$ cat src/rtl/walker_pkg.sv
package walker_pkg;
   localparam int WORD_W   = 32;
   localparam int CNT_W    = 8;
   localparam int PTR_W    = 24;
   localparam int END_BIT  = 23;

   typedef enum logic [2:0] {
      S_IDLE, S_CHECK, S_HREQ, S_HWAIT, S_PREQ, S_PWAIT, S_DONE
   } walk_state_e;

   typedef struct packed {
      logic [CNT_W-1:0] count;
      logic [PTR_W-1:0] next;
   } node_hdr_t;
endpackage

$ cat src/rtl/walker_cost.sv
module walker_cost #(
   parameter int CYC_W    = 32,
   parameter int LEN_W    = 8,
   parameter bit SATURATE = 1'b1
) (
   input  logic             clk,
   input  logic             rst_n,
   input  logic             clr,
   input  logic             add_en,
   input  logic [LEN_W-1:0] len,
   output logic [CYC_W-1:0] total
);
   localparam int NODE_COST  = 10;
   localparam int EXTRA_COST = 5;

   if (CYC_W < LEN_W + 2) begin : g_bad_width
      $error("walker_cost: CYC_W too narrow");
   end

   logic [CYC_W-1:0] inc;
   always_comb begin
      inc = CYC_W'(NODE_COST);
      if (len != '0) inc = inc + CYC_W'(EXTRA_COST) + CYC_W'(len);
   end

   if (SATURATE) begin : g_sat
      logic [CYC_W:0] sum;
      assign sum = {1'b0, total} + {1'b0, inc};
      always_ff @(posedge clk) begin
         if (!rst_n || clr)  total <= '0;
         else if (add_en)    total <= sum[CYC_W] ? '1 : sum[CYC_W-1:0];
      end
      // a saturating total never goes backwards while adding
      a_r5_monotonic: assert property (@(posedge clk) disable iff (!rst_n)
         add_en && !clr |=> total >= $past(total));
   end else begin : g_wrap
      always_ff @(posedge clk) begin
         if (!rst_n || clr)  total <= '0;
         else if (add_en)    total <= total + inc;
      end
   end

   // the estimate only moves when a node is charged
   a_r5_hold: assert property (@(posedge clk) disable iff (!rst_n)
      !add_en && !clr |=> $stable(total));
endmodule

$ cat src/rtl/walker_outslot.sv
module walker_outslot #(
   parameter int W = 32
) (
   input  logic         clk,
   input  logic         rst_n,
   input  logic         flush,
   input  logic         push,
   input  logic [W-1:0] push_data,
   output logic         free,
   output logic         valid,
   output logic [W-1:0] data,
   input  logic         ready
);
   always_ff @(posedge clk) begin
      if (!rst_n || flush) begin
         valid <= 1'b0;
         data  <= '0;
      end else if (push) begin
         valid <= 1'b1;
         data  <= push_data;
      end else if (valid && ready) begin
         valid <= 1'b0;
      end
   end

   assign free = !valid;

   // the slot is only written when empty
   a_r7_push_empty: assert property (@(posedge clk) disable iff (!rst_n)
      push |-> !valid);
   // a stalled word stays put
   a_r7_stall_stable: assert property (@(posedge clk) disable iff (!rst_n)
      valid && !ready && !flush |=> valid && $stable(data));
endmodule

$ cat src/rtl/dma_chain_walker.sv
module dma_chain_walker
   import walker_pkg::*;
#(
   parameter int MEM_AW    = 19,
   parameter int MAX_NODES = 16,
   parameter int CYC_W     = 32,
   parameter bit SATURATE  = 1'b1
) (
   input  logic              clk,
   input  logic              rst_n,
   input  logic              start,
   input  logic [31:0]       start_addr,
   output logic              mem_req,
   output logic [MEM_AW-1:0] mem_addr,
   input  logic              mem_rvalid,
   input  logic [31:0]       mem_rdata,
   output logic              out_valid,
   output logic [31:0]       out_data,
   input  logic              out_ready,
   output logic              busy,
   output logic              done,
   output logic              err,
   output logic [CYC_W-1:0]  cycles
);
   localparam int IDX_HI = MEM_AW + 1;
   localparam int NODE_W = $clog2(MAX_NODES + 1);

   if (IDX_HI >= END_BIT) begin : g_bad_aw
      $error("dma_chain_walker: MEM_AW overlaps the end marker");
   end
   if (MAX_NODES < 1) begin : g_bad_nodes
      $error("dma_chain_walker: MAX_NODES must be positive");
   end

   walk_state_e       state;
   logic [PTR_W-1:0]  cur_addr;
   logic [PTR_W-1:0]  next_ptr;
   logic [CNT_W-1:0]  remain;
   logic [MEM_AW-1:0] rd_ptr;
   logic [NODE_W-1:0] node_cnt;
   node_hdr_t         hdr;
   logic              slot_free;
   logic              push;
   logic              hdr_take;
   logic              accept;

   assign hdr      = node_hdr_t'(mem_rdata);
   assign accept   = (state == S_IDLE) && start;
   assign hdr_take = (state == S_HWAIT) && mem_rvalid;
   assign push     = (state == S_PWAIT) && mem_rvalid;

   assign mem_req  = (state == S_HREQ) || ((state == S_PREQ) && slot_free);
   assign mem_addr = (state == S_HREQ) ? cur_addr[IDX_HI:2] : rd_ptr;
   assign busy     = (state != S_IDLE) && (state != S_DONE);
   assign done     = (state == S_DONE);

   always_ff @(posedge clk) begin
      if (!rst_n) begin
         state    <= S_IDLE;
         cur_addr <= '0;
         next_ptr <= '0;
         remain   <= '0;
         rd_ptr   <= '0;
         node_cnt <= '0;
         err      <= 1'b0;
      end else begin
         unique case (state)
            S_IDLE: if (start) begin
               cur_addr <= start_addr[PTR_W-1:0];
               node_cnt <= '0;
               err      <= 1'b0;
               state    <= S_CHECK;
            end
            S_CHECK: begin
               if (cur_addr[END_BIT]) begin
                  if (slot_free) state <= S_DONE;
               end else if (node_cnt == NODE_W'(MAX_NODES)) begin
                  if (slot_free) begin
                     err   <= 1'b1;
                     state <= S_DONE;
                  end
               end else begin
                  state <= S_HREQ;
               end
            end
            S_HREQ: state <= S_HWAIT;
            S_HWAIT: if (mem_rvalid) begin
               node_cnt <= node_cnt + NODE_W'(1);
               next_ptr <= hdr.next;
               remain   <= hdr.count;
               rd_ptr   <= cur_addr[IDX_HI:2] + MEM_AW'(1);
               if (hdr.count == '0) begin
                  cur_addr <= hdr.next;
                  state    <= S_CHECK;
               end else begin
                  state    <= S_PREQ;
               end
            end
            S_PREQ: if (slot_free) state <= S_PWAIT;
            S_PWAIT: if (mem_rvalid) begin
               rd_ptr <= rd_ptr + MEM_AW'(1);
               remain <= remain - CNT_W'(1);
               if (remain == CNT_W'(1)) begin
                  cur_addr <= next_ptr;
                  state    <= S_CHECK;
               end else begin
                  state    <= S_PREQ;
               end
            end
            S_DONE: state <= S_IDLE;
            default: state <= S_IDLE;
         endcase
      end
   end

   walker_cost #(
      .CYC_W(CYC_W), .LEN_W(CNT_W), .SATURATE(SATURATE)
   ) u_cost (
      .clk(clk), .rst_n(rst_n), .clr(accept), .add_en(hdr_take),
      .len(hdr.count), .total(cycles)
   );

   walker_outslot #(.W(WORD_W)) u_slot (
      .clk(clk), .rst_n(rst_n), .flush(1'b0), .push(push),
      .push_data(mem_rdata), .free(slot_free), .valid(out_valid),
      .data(out_data), .ready(out_ready)
   );

   // one read in flight at a time
   a_r2_single_req: assert property (@(posedge clk) disable iff (!rst_n)
      mem_req |=> !mem_req);
   // done is one cycle long and leaves the block idle
   a_r9_done_pulse: assert property (@(posedge clk) disable iff (!rst_n)
      done |=> !done && !busy);
   // done only once the output has drained
   a_r9_drained: assert property (@(posedge clk) disable iff (!rst_n)
      done |-> !out_valid);
   // the error flag appears together with done
   a_r8_err_with_done: assert property (@(posedge clk) disable iff (!rst_n)
      $rose(err) |-> done);
   // no payload read while a word waits for the consumer
   a_r7_no_read_full: assert property (@(posedge clk) disable iff (!rst_n)
      mem_req && (state == S_PREQ) |-> !out_valid);
endmodule

$ cat config.mk
export PLATFORM = sky130hd
export DESIGN_NAME = dma_chain_walker
export DESIGN_NICKNAME = d
export VERILOG_FILES = /design/src/rtl/walker_pkg.sv /design/src/rtl/walker_cost.sv /design/src/rtl/walker_outslot.sv /design/src/rtl/dma_chain_walker.sv
export SDC_FILE = /design/constraint.sdc
export NUM_CORES = 1
export LEC_CHECK = 0
export ABC_CLOCK_PERIOD_IN_PS = 3950
export BUFFER_PORTS_ARGS = -buffer_cell sky130_fd_sc_hd__buf_2
export CAP_MARGIN = 20
export CORE_ASPECT_RATIO = 0.6
export CORE_UTILIZATION = 40
export CTS_CLUSTER_DIAMETER = 30
export DETAILED_ROUTE_END_ITERATION = 10
export HOLD_SLACK_MARGIN = 0.03
export PLACE_DENSITY = 0.67
export SLEW_MARGIN = 20
export SYNTH_ARGS = -nofsm -noshare
export SYNTH_HDL_FRONTEND = slang
export SYNTH_SLANG_ARGS = --single-unit
$ cat constraint.sdc
create_clock -name clk -period 3.95 [get_ports clk]
set_clock_uncertainty 0.1 [all_clocks]
set_input_delay 0.5925 -clock clk [delete_from_list [all_inputs] [get_ports clk]]
set_output_delay 0.5925 -clock clk [all_outputs]
set_load 0.05 [all_outputs]
After elaboration in Yosys (flattened, before gate mapping) --
Index checks and enable logic that the tools add are counted.
Word-level totals: latch bits 0, memories kept 0, memory bits (read-only) 0, output and inout port bits 88, register bits 149, RAM bits 0
Operators by class: add/sub/neg operators 6, shift-type cells 0, bitwise logic cells 0, equal/unequal tests 18, reductions and logical operators 25, multiply operators 0, muxes and demuxes 35, div/mod/pow operators 0, magnitude comparators 0
Operator list (number):
- $mux W24 | 5
- $pmux W24 S3 | 1
- $mux W32 | 2
- $mux W19 | 3
- $add A19 B1 Y19 const B | 2
- $pmux W19 S2 | 1
- $add A32 B32 Y33 | 1
- $mux W3 | 9
- $pmux W3 S6 | 1
- $mux W8 | 2
- $pmux W8 S2 | 1
- $ne A2 B2 Y1 const B | 7
- $mux W5 | 2
- $pmux W5 S2 | 1
- $add A4 B8 Y9 const A | 1
- $eq A3 B3 Y1 const B | 3
- $eq A8 B1 Y1 const B | 1
- $logic_not A8 Y1 | 1
- $reduce_bool A2 Y1 | 4
- $reduce_bool A8 Y1 | 1
- $sub A8 B1 Y8 const B | 1
- $eq A3 B2 Y1 const B | 2
- $logic_and A1 B1 Y1 | 6
- $mux W1 | 6
- other kinds (15) | 20

Longest topological paths before layout --
Gate-level depths: netlist of the first run.
depth in word-level cells 4, depth in mapped cells 15

By module --
A second synthesis of the first run with hierarchy kept.
Unflattened totals: cell total of the unflattened synthesis 967, area total of the unflattened synthesis 7847.5 µm²
By module, submodules not included:
- dma_chain_walker | cells an instance 597, instances 1, sequential area each 1521.5 µm², area an instance 4501.8 µm²
- walker_cost | cells an instance 260, instances 1, sequential area each 640.6 µm², area an instance 2110.8 µm²
- walker_outslot | cells an instance 110, instances 1, sequential area each 660.6 µm², area an instance 1234.9 µm²

Worst setup path after synthesis of the first run --
No wires, ideal clock.
path type in2reg, start input port mem_rdata[28], end register u_cost.total[30], path slack 0.583 ns, arrival time 3.176 ns, stages 14, path through clkbuf_1 -> nor4_1 -> and3_1 -> nor2_1 -> ha_1 -> inv_1 -> fa_1 -> nor2b_1 -> o2111ai_1 -> a21oi_1 -> o31a_1 -> clkbuf_1 -> a21oi_1 -> a311oi_1
On the way: cells in the longest elaborated chain, start to end 4, elaborated cells on any way between the ends 5
Ends and longest elaborated chain:
- from (decl) | RTL line dma_chain_walker.sv:16 | input logic [31:0] mem_rdata,
- $add A4 B8 Y9 / $reduce_bool A8 Y1 (equally long branches) | RTL line walker_cost.sv:23 | if (len != '0) inc = inc + CYC_W'(EXTRA_COST) + CYC_W'(len);
- $mux W32 (*) | RTL line walker_cost.sv:23
- $add A32 B32 Y33 (*) | RTL line walker_cost.sv:28 | assign sum = {1'b0, total} + {1'b0, inc};
- $mux W32 (*) | RTL line walker_cost.sv:31 | else if (add_en) total <= sum[CYC_W] ? '1 : sum[CYC_W-1:0];
- to (signal assigned) | RTL line walker_cost.sv:31
- to (decl) | RTL line walker_cost.sv:11 | output logic [CYC_W-1:0] total
Every way passes the cells marked *; elsewhere a longest branch is shown, timed or not. A chain may end at the register's enable or synchronous reset.

Final worst setup path of the first run --
start input port mem_rdata[24], end register u_cost.total[18]
The elaborated chain is that of the path after synthesis.

==> qor.txt, run 1 <==
Hold Crit Class -> input port to flop
final cell count without fillers -> 1381
Synthesized Nets -> 1097
Max Fanout on Critical Path -> 6
top routing layer used -> met4
Slew headroom -> 26.3%
Simple-Gate Fraction of Synth Area -> 25.8%
synthesized area -> 7750 um^2
FMAX -> 0.300 GHz
Leak Pwr -> 3.59 nW
initial antenna violation count -> 0
switch share -> 34.3%
vias -> 7925
Die Height -> 110 um
P&R area growth vs syn -> 19.5%
CTS Sinks -> 141
EDFF count, synth -> 0
register area share after synthesis -> 36.4%
cell family with most CP delay -> simple AND/OR/NAND/NOR gates
ANT cells -> 0
row count -> 39
Power, Total -> 4.42 mW
cells along the critical path -> buf_2 > inv_1 > ha_1 > and3_1 > nor2_1 > ha_1 > inv_1 > fa_1 > nor2b_1 > o2111ai_1 > a21oi_1 > o31ai_1 > buf_4 > nor4_1 > nor3_1
critical path required time -> 4.13 ns
ys flop type -> dfxtp_1
first-pass GRT wire length -> 35800 um
CP Capture Type -> flop
Hold Buf Count CTS -> 0
adder-cell share of the synthesized area -> 2.84%
Internal -> 2.90 mW
gr usage total -> 22.7%
largest net degree at the start of global routing -> 101
Final Hold Viols -> 0
gpl congestion -> 0.859
worst path bufs/invs -> 4
status -> completed
final period utilization -> 84.3%
clock network power share -> 38.1%
Synth Warn # -> 0
Pre-antenna DRT Iters -> 5
M1 WL -> 11600 um
Initial Util -> 40.8%
Net Sw Power -> 1.51 mW
Worst EP arrival -> 3.51 ns
Worst-Margin Slew -> 1.11 ns
met2 wire length -> 9260 um
multiplexer area fraction after synthesis -> 3.52%
TNS Setup -> 0 ns
Nets -> 1208
DRC Markers -> 0
fin. max-slew vios -> 0
Clk Latency, worst-skew pair -> 0.43 ns
DPL Wire Length -> 15700 um
die area -> 20000 um^2
vias in the first global route -> 6701
CTS clk-pin slew, worst paths -> 0.07 ns
I/O pin count -> 157
CP Launch Type -> input port
CTS Buf Count -> 17
CTS resizes -> 0
grt ovf -> 0
Initial DRC Count -> 750
max-capacitance violation count -> 0
sequential share of power -> 38.9%
fin crit period -> 3.33 ns
routed wire length -> 22900 um
register bit count reported by yosys -> 141
Synth Area in Compound Gates -> 24.4%
vias per cell -> 5.74
crit-path max cell delay -> 0.43 ns
Max stage delay cell, worst path -> a21oi_1
post-layout util -> 48.8%
IO Port Bufs -> 144
Comb power frac -> 23.0%
setup violators final -> 0
core footprint -> 19000 um^2
XOR/XNOR Fraction of Synth Area -> 2.03%
Post-Syn Area per Cell -> 7.67 um^2
root buffer cell -> clkbuf_16
Distinct cells, synth -> 72
power per cell area -> 477 nW/um^2
unrepaired setup endpoints after global routing -> no
placed insts -> 1349
Peak VDD IR -> 356 uV
Gate Count Post-Synth -> 1011
metal3 WL -> 1840 um
asr flop ratio synth -> 0%
routed len/inst -> 16.6 um
die width -> 182 um
post-CTS setup buffer count -> 0
CTS tree -> yes
Crit Path Category -> input port to flop
Final ANT Viol Nets -> 0
H-tree depth -> 4
largest family of logic cells by synthesized area -> simple AND/OR/NAND/NOR gates
Clock Tree Buf Depth -> 2
layout cells sized above 1 -> 21.0%
[worst register-to-register path, stage by stage (launching register included)]
cell and delay [ns]:
dfxtp_1 0.69, nand3b_1 0.49, buf_4 0.42, nand3b_1 0.25, a22oi_4 0.32, nand3_2 0.15, o21a_1 0.19, a2111oi_1 0.30
[through the flow]
stage / cell area, um^2 / worst slack [ns] / hold slack (ns)
floorplan: 7750 / 0.583 / 0.337
global placement: 8650 / 0.277 / 0.339
detailed placement: 8650 / 0.242 / 0.344
CTS: 9270 / 0.674 / 0.285
global route: 9270 / 0.378 / 0.295
finish: 9270 / 0.619 / 0.299
[cell type report]
cell class	count	area [um^2]
flip-flops and latches	141	2820
repair buffers	165	878
fillers	1885	9720
clock buffers	19	453
inverters	20	76.3
well taps	246	308
clock inverters	13	163
multi-input cells	777	4560
[power by group through the flow]
stage	Combinational (mW)	Clock (mW)	Sequential, mW
after floorplan	0.793	0	1.68
after global placement	0.995	0	1.74
after detailed placement	1.00	0	1.74
after CTS	1.01	1.72	1.71
after global routing	1.12	1.78	1.74
final	1.01	1.69	1.72
[cell families after synthesis]
kind of cell	after synthesis
AO/OA/AOI/OAI	294
XOR/XNOR	18
adder cells (fa/ha/maj)	17
buffers and inverters	93
flip-flops	141
multiplexers	25
AND/OR/NAND/NOR	423
[cell usage in the layout, fill, tap and decap left out, types with 9 or more instances in the layout]
cell type / netlist / layout
o21ai_0: 40 / 40
a311oi_1: 21 / 21
buf_2: 12 / 144
xnor2_1: 9 / 9
buf_4: 1 / 21
nand3_1: 42 / 42
nand4_1: 11 / 11
a22oi_1: 23 / 23
o211ai_1: 9 / 9
nor2_1: 68 / 68
dfxtp_1: 141 / 141
clkbuf_16: 0 / 17
nand2_1: 203 / 203
ha_1: 16 / 16
mux2_2: 18 / 18
nor3_1: 28 / 27
xor2_1: 9 / 9
inv_1: 20 / 19
a21oi_1: 115 / 114
a31oi_1: 20 / 20
[flip-flops by register name (all words and copies together) (netlist names), 3 cells and up]
name          count
u_cost.total     32
u_slot.data      32
cur_addr         20
next_ptr         20
rd_ptr           19
remain            8
node_cnt          5
state             3
[worst paths after layout]
kind | start | slack, ns | endpoint | cells past startpoint
worst min register to register | u_slot.data[17] | 0.35 | u_slot.data[17] | 2
worst max register to register | state[1] | 0.92 | rd_ptr[17] | 7
worst min-delay path | mem_rdata[22] | 0.30 | u_slot.data[22] | 3
worst max-delay path | mem_rdata[24] | 0.62 | u_cost.total[18] | 15
[layer usage]
metal | vias up | GRT usage, %
li1 | 3902 | -
met1 | 3704 | 34.6
met2 | 305 | 30.7
met3 | 14 | 6.19
met4 | 0 | 5.63
met5 | - | 0
[synth_stat cells (6+ instances only)]
library cell	instances	area share, %
o211ai_1	9	0.87
nand3b_1	6	0.58
buf_1	6	0.29
a211oi_1	8	0.77
nand4_1	11	0.89
a22oi_1	23	2.2
nor3_1	28	1.8
clkbuf_1	52	2.5
a21oi_1	115	7.4
inv_1	20	0.97
nor2_1	68	3.3
dfxtp_1	141	36
o221a_2	6	0.87
mux2i_1	7	0.90
and4_1	6	0.68
nand3_1	42	2.7
and2_1	7	0.56
ha_1	16	2.6
mux2_2	18	2.6
buf_2	12	0.77
nand2b_1	7	0.56
a311oi_1	21	2.4
o31ai_1	6	0.58
a31oi_1	20	1.6
xnor2_1	9	1.0
o21ai_0	40	2.6
xor2_1	9	1.0
nand2_1	203	9.8
and3_1	6	0.48
(Power assumes the default switching activity.)
==> run 2: changes to the inputs <==
ABC_CLOCK_PERIOD_IN_PS = 3000   (was 3950)
PLACE_DENSITY = 0.7   (was 0.67)
clock period = 3 ns   (was 3.95 ns; I/O delays follow)
==> qor.txt, run 2 (synthesized netlist as in run 1, its figures left out) <==
commonest non-fill, non-tap cell in the layout -> nand2_1
worst reg-to-reg setup slack -> 0.35 ns (-0.57 ns)
Initial DRC Count -> 866 (+15%)
Power, Total -> 6.17 mW (+40%)
CTS Sinks -> 141 (unchanged)
worst setup path endpoint -> u_cost.total[18]
die width -> 182 um (unchanged)
TNS Setup -> 0 ns (unchanged)
vias per cell -> 5.75 (+0.26%)
Final Cell Area -> 9700 um^2 (+4.7%)
setup violators final -> 0 (unchanged)
layout cells sized above 1 -> 23.9% (+2.9 points)
Reg-to-Reg End -> u_cost.total[18]
Max stage delay cell, worst path -> fa_1
gpl congestion -> 0.895 (+4.2%)
Hold Buf Count CTS -> 0 (unchanged)
Max Fanout on Critical Path -> 4 (-2)
IO Port Bufs -> 144 (unchanged)
most frequent cells in the layout -> nand2_1, buf_2, dfxtp_1
Post-DP Area -> 8980 um^2 (+3.8%)
fin. max-slew vios -> 0 (unchanged)
final period utilization -> 95.5%
Worst EP arrival -> 3.06 ns (-0.45 ns)
CTS Buf Count -> 17 (unchanged)
CP Launch Type -> input port
grt ovf -> 0 (unchanged)
Peak VDD IR -> 408 uV (+14%)
status -> completed
Clock Tree Buf Depth -> 2 (unchanged)
vias -> 8170 (+3.1%)
cells along the critical path -> buf_2 > inv_1 > ha_1 > and3_1 > nor2_1 > ha_1 > inv_1 > fa_1 > nor2b_2 > o2111ai_1 > a21oi_2 > o31ai_2 > buf_4 > buf_4 > nor4_4 > nor3_1
FF-to-FF path depth -> 11 (+4)
Leak Pwr -> 3.82 nW (+6.2%)
Final ANT Viol Nets -> 0 (unchanged)
H-tree depth -> 4 (unchanged)
critical path required time -> 3.20 ns (-0.93 ns)
fin crit period -> 2.86 ns
CTS tree -> yes
core footprint -> 19000 um^2 (unchanged)
DPL Wire Length -> 16000 um (+1.8%)
routed len/inst -> 16.3 um (-1.6%)
FMAX -> 0.349 GHz
vias in the first global route -> 7004 (+4.5%)
Die Height -> 110 um (unchanged)
Pre-antenna DRT Iters -> 5 (unchanged)
CTS clk-pin slew, worst paths -> 0.06 ns (about the same)
Min-Delay Startpoint -> mem_rdata[0]
biggest regs -> u_cost.total x32, u_slot.data x32
Worst-Margin Slew -> 1.02 ns (-0.0842 ns)
row count -> 39 (unchanged)
Initial Util -> 40.8% (unchanged)
routed wire length -> 23200 um (+1.2%)
Hold Crit Class -> input port to flop
Final Hold Viols -> 0 (unchanged)
Crit. Startpoint -> mem_rdata[24]
ANT cells -> 0 (unchanged)
root buffer cell -> clkbuf_16
Nets -> 1247 (+3.2%)
die area -> 20000 um^2 (unchanged)
first-pass GRT wire length -> 36700 um (+2.6%)
initial antenna violation count -> 1 (+1)
Clk Latency, worst-skew pair -> 0.43 ns (about the same)
CP Capture Type -> flop
Crit Path Category -> input port to flop
DRC Markers -> 0 (unchanged)
reg2reg start -> u_cost.total[0]
power per cell area -> 636 nW/um^2 (+33%)
Slew headroom -> 31.9% (+5.6 points)
largest net degree at the start of global routing -> 101 (unchanged)
gr usage total -> 23.1% (+0.39 points)
max-capacitance violation count -> 0 (unchanged)
I/O pin count -> 157 (unchanged)
P&R area growth vs syn -> 25.2%
crit-path max cell delay -> 0.40 ns (-0.03 ns)
[run 2: changes by cell type in the layout (fill, tap and decap cells not counted), sizes merged]
cell | previous run | this run
buf | 165 | 204
bufinv | 3 | 6
clkbuf | 19 | 23
clkinv | 6 | 1
clkinvlp | 2 | 1
inv | 22 | 21
[run 2: timing repair]
action | 4_1_cts | 5_1_grt
endpoints found under the setup margin | 0 | 10
setup buffers | 0 | 1
gates resized for setup | 0 | 6
[run 2: critical path, delay by kind of cell]
kind | cells | cell delay, ns
compound gates | 3 | 0.55
buf+inv | 5 | 0.50
simple gates | 5 | 0.79
fa+ha+maj | 3 | 0.77
[run 2: report_power, final]
part	leakage [nW]	switching [mW]	internal [mW]	total (mW)
Sequential	1.14	0.192	2.02	2.21
Combinational	2.35	0.963	0.514	1.48
Clock	0.328	0.850	1.63	2.48
[run 2: worst min path at each step]
stage	end	slack, ns	cells after the start
floorplan	next_ptr[10]	0.34	2
global placement	u_slot.data[22]	0.34	2
detailed placement	u_slot.data[19]	0.34	2
CTS	u_slot.data[0]	0.15	3
global route	u_slot.data[0]	0.17	3
finish	u_slot.data[0]	0.16	3
[run 2: area by class of cell]
type	count	area (um^2)
repair buffers	204	1210
clock inverters	9	205
inverters	20	75.1
flip-flops and latches	141	2820
fillers	1782	9280
well taps	246	308
clock buffers	23	478
multi-input cells	777	4600
[run 2: metrics by stage]
stage               utilization (%)  instances  hold slack (ns)  setup WS (ns)
global placement               47.3       1387            0.339         -0.299
global route                   51.1       1420            0.171        -0.0343
floorplan                         -       1011            0.337         0.0119
detailed placement             47.3       1387            0.344         -0.384
CTS                            50.9       1419            0.145         0.0449
finish                         51.1       1420            0.160          0.135
[run 2: layer usage]
layer  up-vias  global-route usage [%]  routed length, um
met3        31                    5.43               1930
met1      3809                    34.3              11400
li1       3983                       -                  -
met4         2                    7.14                335
met5         -                       0                 13
met2       345                    32.5               9520
==> run 3: changes to the inputs <==
PLACE_DENSITY = not set   (was 0.7)
PLACE_DENSITY_LB_ADDON = 0.25   (was not set)
==> qor.txt, run 3 (synthesized netlist as in run 1, its figures left out) <==
critical path required time -> 3.22 ns (+0.02 ns)
Worst EP arrival -> 3.09 ns (+0.03 ns)
crit-path max cell delay -> 0.30 ns (-0.10 ns)
layout cells sized above 1 -> 23.9% (+0.044 points)
Net Sw Power -> 2.00 mW (-0.21%)
core footprint -> 19000 um^2 (unchanged)
routed len/inst -> 16.7 um (+1.9%)
vias -> 8037 (-1.6%)
vias in the first global route -> 7077 (+1.0%)
cell family with most CP delay -> compound AO/OA/AOI/OAI gates
Power, Total -> 5.97 mW (-3.2%)
most frequent cells in the layout -> nand2_1, buf_2, dfxtp_1
grt ovf -> 0 (unchanged)
CTS clk-pin slew, worst paths -> 0.06 ns (about the same)
Final ANT Viol Nets -> 0 (unchanged)
Initial Util -> 40.8% (unchanged)
final cell count without fillers -> 1422 (+0.14%)
routed wire length -> 23700 um (+2.1%)
Comb power frac -> 24.9% (+1.0 points)
die width -> 182 um (unchanged)
max-capacitance violation count -> 0 (unchanged)
DPL Wire Length -> 16200 um (+1.3%)
Die Height -> 110 um (unchanged)
worst path bufs/invs -> 5 (unchanged)
status -> completed
CP Launch Type -> input port
final worst slack -> 0.133 ns (-0.00245 ns)
initial antenna violation count -> 0 (-1)
Max Fanout on Critical Path -> 6 (+2)
placed insts -> 1390 (+0.22%)
gr usage total -> 24.0% (+0.83 points)
biggest regs -> u_cost.total x32, u_slot.data x32
ANT cells -> 0 (unchanged)
DRC Markers -> 0 (unchanged)
CTS Sinks -> 141 (unchanged)
die area -> 20000 um^2 (unchanged)
Internal -> 3.97 mW (-4.6%)
fin crit period -> 2.87 ns (+0.00245 ns)
sequential share of power -> 37.0% (+1.2 points)
Initial DRC Count -> 739 (-15%)
Worst-Margin Slew -> 0.853 ns (-0.169 ns)
P&R area growth vs syn -> 24.6%
vias per cell -> 5.65 (-1.8%)
fin. max-slew vios -> 0 (unchanged)
Crit path top cell by count -> buf_4
Leak Pwr -> 3.81 nW (-0.29%)
Clock Tree Buf Depth -> 2 (unchanged)
power per cell area -> 619 nW/um^2 (-2.7%)
largest net degree at the start of global routing -> 101 (unchanged)
CP Capture Type -> flop
root buffer cell -> clkbuf_16
Hold Crit Class -> input port to flop
CTS tree -> yes
Pre-antenna DRT Iters -> 7 (+2)
final period utilization -> 95.6% (about the same)
clock network power share -> 38.1% (-2.1 points)
H-tree depth -> 4 (unchanged)
Crit Path Category -> input port to flop
first-pass GRT wire length -> 37900 um (+3.2%)
gpl congestion -> 0.891 (-0.50%)
worst reg-to-reg setup slack -> 0.37 ns (+0.02 ns)
Nets -> 1250 (+0.24%)
Peak VDD IR -> 483 uV (+18%)
DP Worst Slack -> -0.329 ns (+0.0544 ns)
Slew headroom -> 43.0% (+11 points)
Final Hold Viols -> 0 (unchanged)
commonest non-fill, non-tap cell in the layout -> nand2_1
Max stage delay cell, worst path -> ha_1
I/O pin count -> 157 (unchanged)
row count -> 39 (unchanged)
IO Port Bufs -> 144 (unchanged)
setup violators final -> 0 (unchanged)
Clk Latency, worst-skew pair -> 0.43 ns (about the same)
FMAX -> 0.349 GHz (about the same)
CTS Buf Count -> 17 (unchanged)
switch share -> 33.5% (+1.0 points)
cells along the critical path -> buf_2 > nor4_2 > buf_4 > and3_1 > nor2_1 > ha_1 > a21o_1 > a21oi_1 > a21oi_2 > buf_4 > buf_4 > nor3_1 > o21ai_1 > buf_4 > o221a_2
run 3: worst register-to-register path, cell delays in order (launching register included):
cell and delay [ns]:
dfxtp_1 0.54, and3b_2 0.30, buf_4 0.29, buf_4 0.32
nor3b_1 0.09, o211ai_1 0.39, nor2_1 0.18, o311ai_0 0.33
run 3: path summary, 6_finish.rpt:
kind / from / endpoint / depth (start not counted)
worst max register to register: state[2] / rd_ptr[16] / 7
worst min-delay path: mem_rdata[22] / u_slot.data[22] / 3
worst min register to register: u_slot.data[8] / u_slot.data[8] / 2
worst max-delay path: mem_rdata[31] / u_cost.total[3] / 15
run 3: routing by layer:
metal	GRT usage (%)	up-vias	wire length, um
li1	-	3980	-
met1	37.5	3777	12300
met2	32.3	267	9370
met3	5.30	13	1760
met4	5.33	0	204
met5	0	-	0
run 3: power groups by stage:
stage / Clock [mW] / Sequential (mW) / Combinational (mW)
2_1_floorplan: 0 / 2.21 / 1.04
3_3_place_gp: 0 / 2.24 / 1.45
3_5_place_dp: 0 / 2.24 / 1.47
4_1_cts: 2.31 / 2.20 / 1.48
5_1_grt: 2.40 / 2.24 / 1.63
6_report: 2.28 / 2.21 / 1.49
run 3: timing repair:
action                                  CTS  global route
hold buffers                              0             0
buffers inserted                          0             1
gates resized for setup                   0             3
endpoints found under the setup margin    0             7
run 3: final cells by class:
class                           count  area, um^2
Clock buffer                       21         460
Clock inverter                     10         163
Fill cell                        1873        9330
Inverter                           20        76.3
Multi-Input combinational cell    777        4600
Sequential cell                   141        2820
Tap cell                          246         308
Timing Repair Buffer              207        1230
run 3: metrics by stage:
stage	TNS (ns)	cell area [um^2]	util, %	hold WS (ns)
after floorplan	0	7770	-	0.337
after global placement	-3.63	9010	47.5	0.340
after detailed placement	-6.36	9010	47.5	0.344
after CTS	0	9630	50.8	0.144
after global routing	-0.0207	9660	50.9	0.165
final	0	9660	50.9	0.158
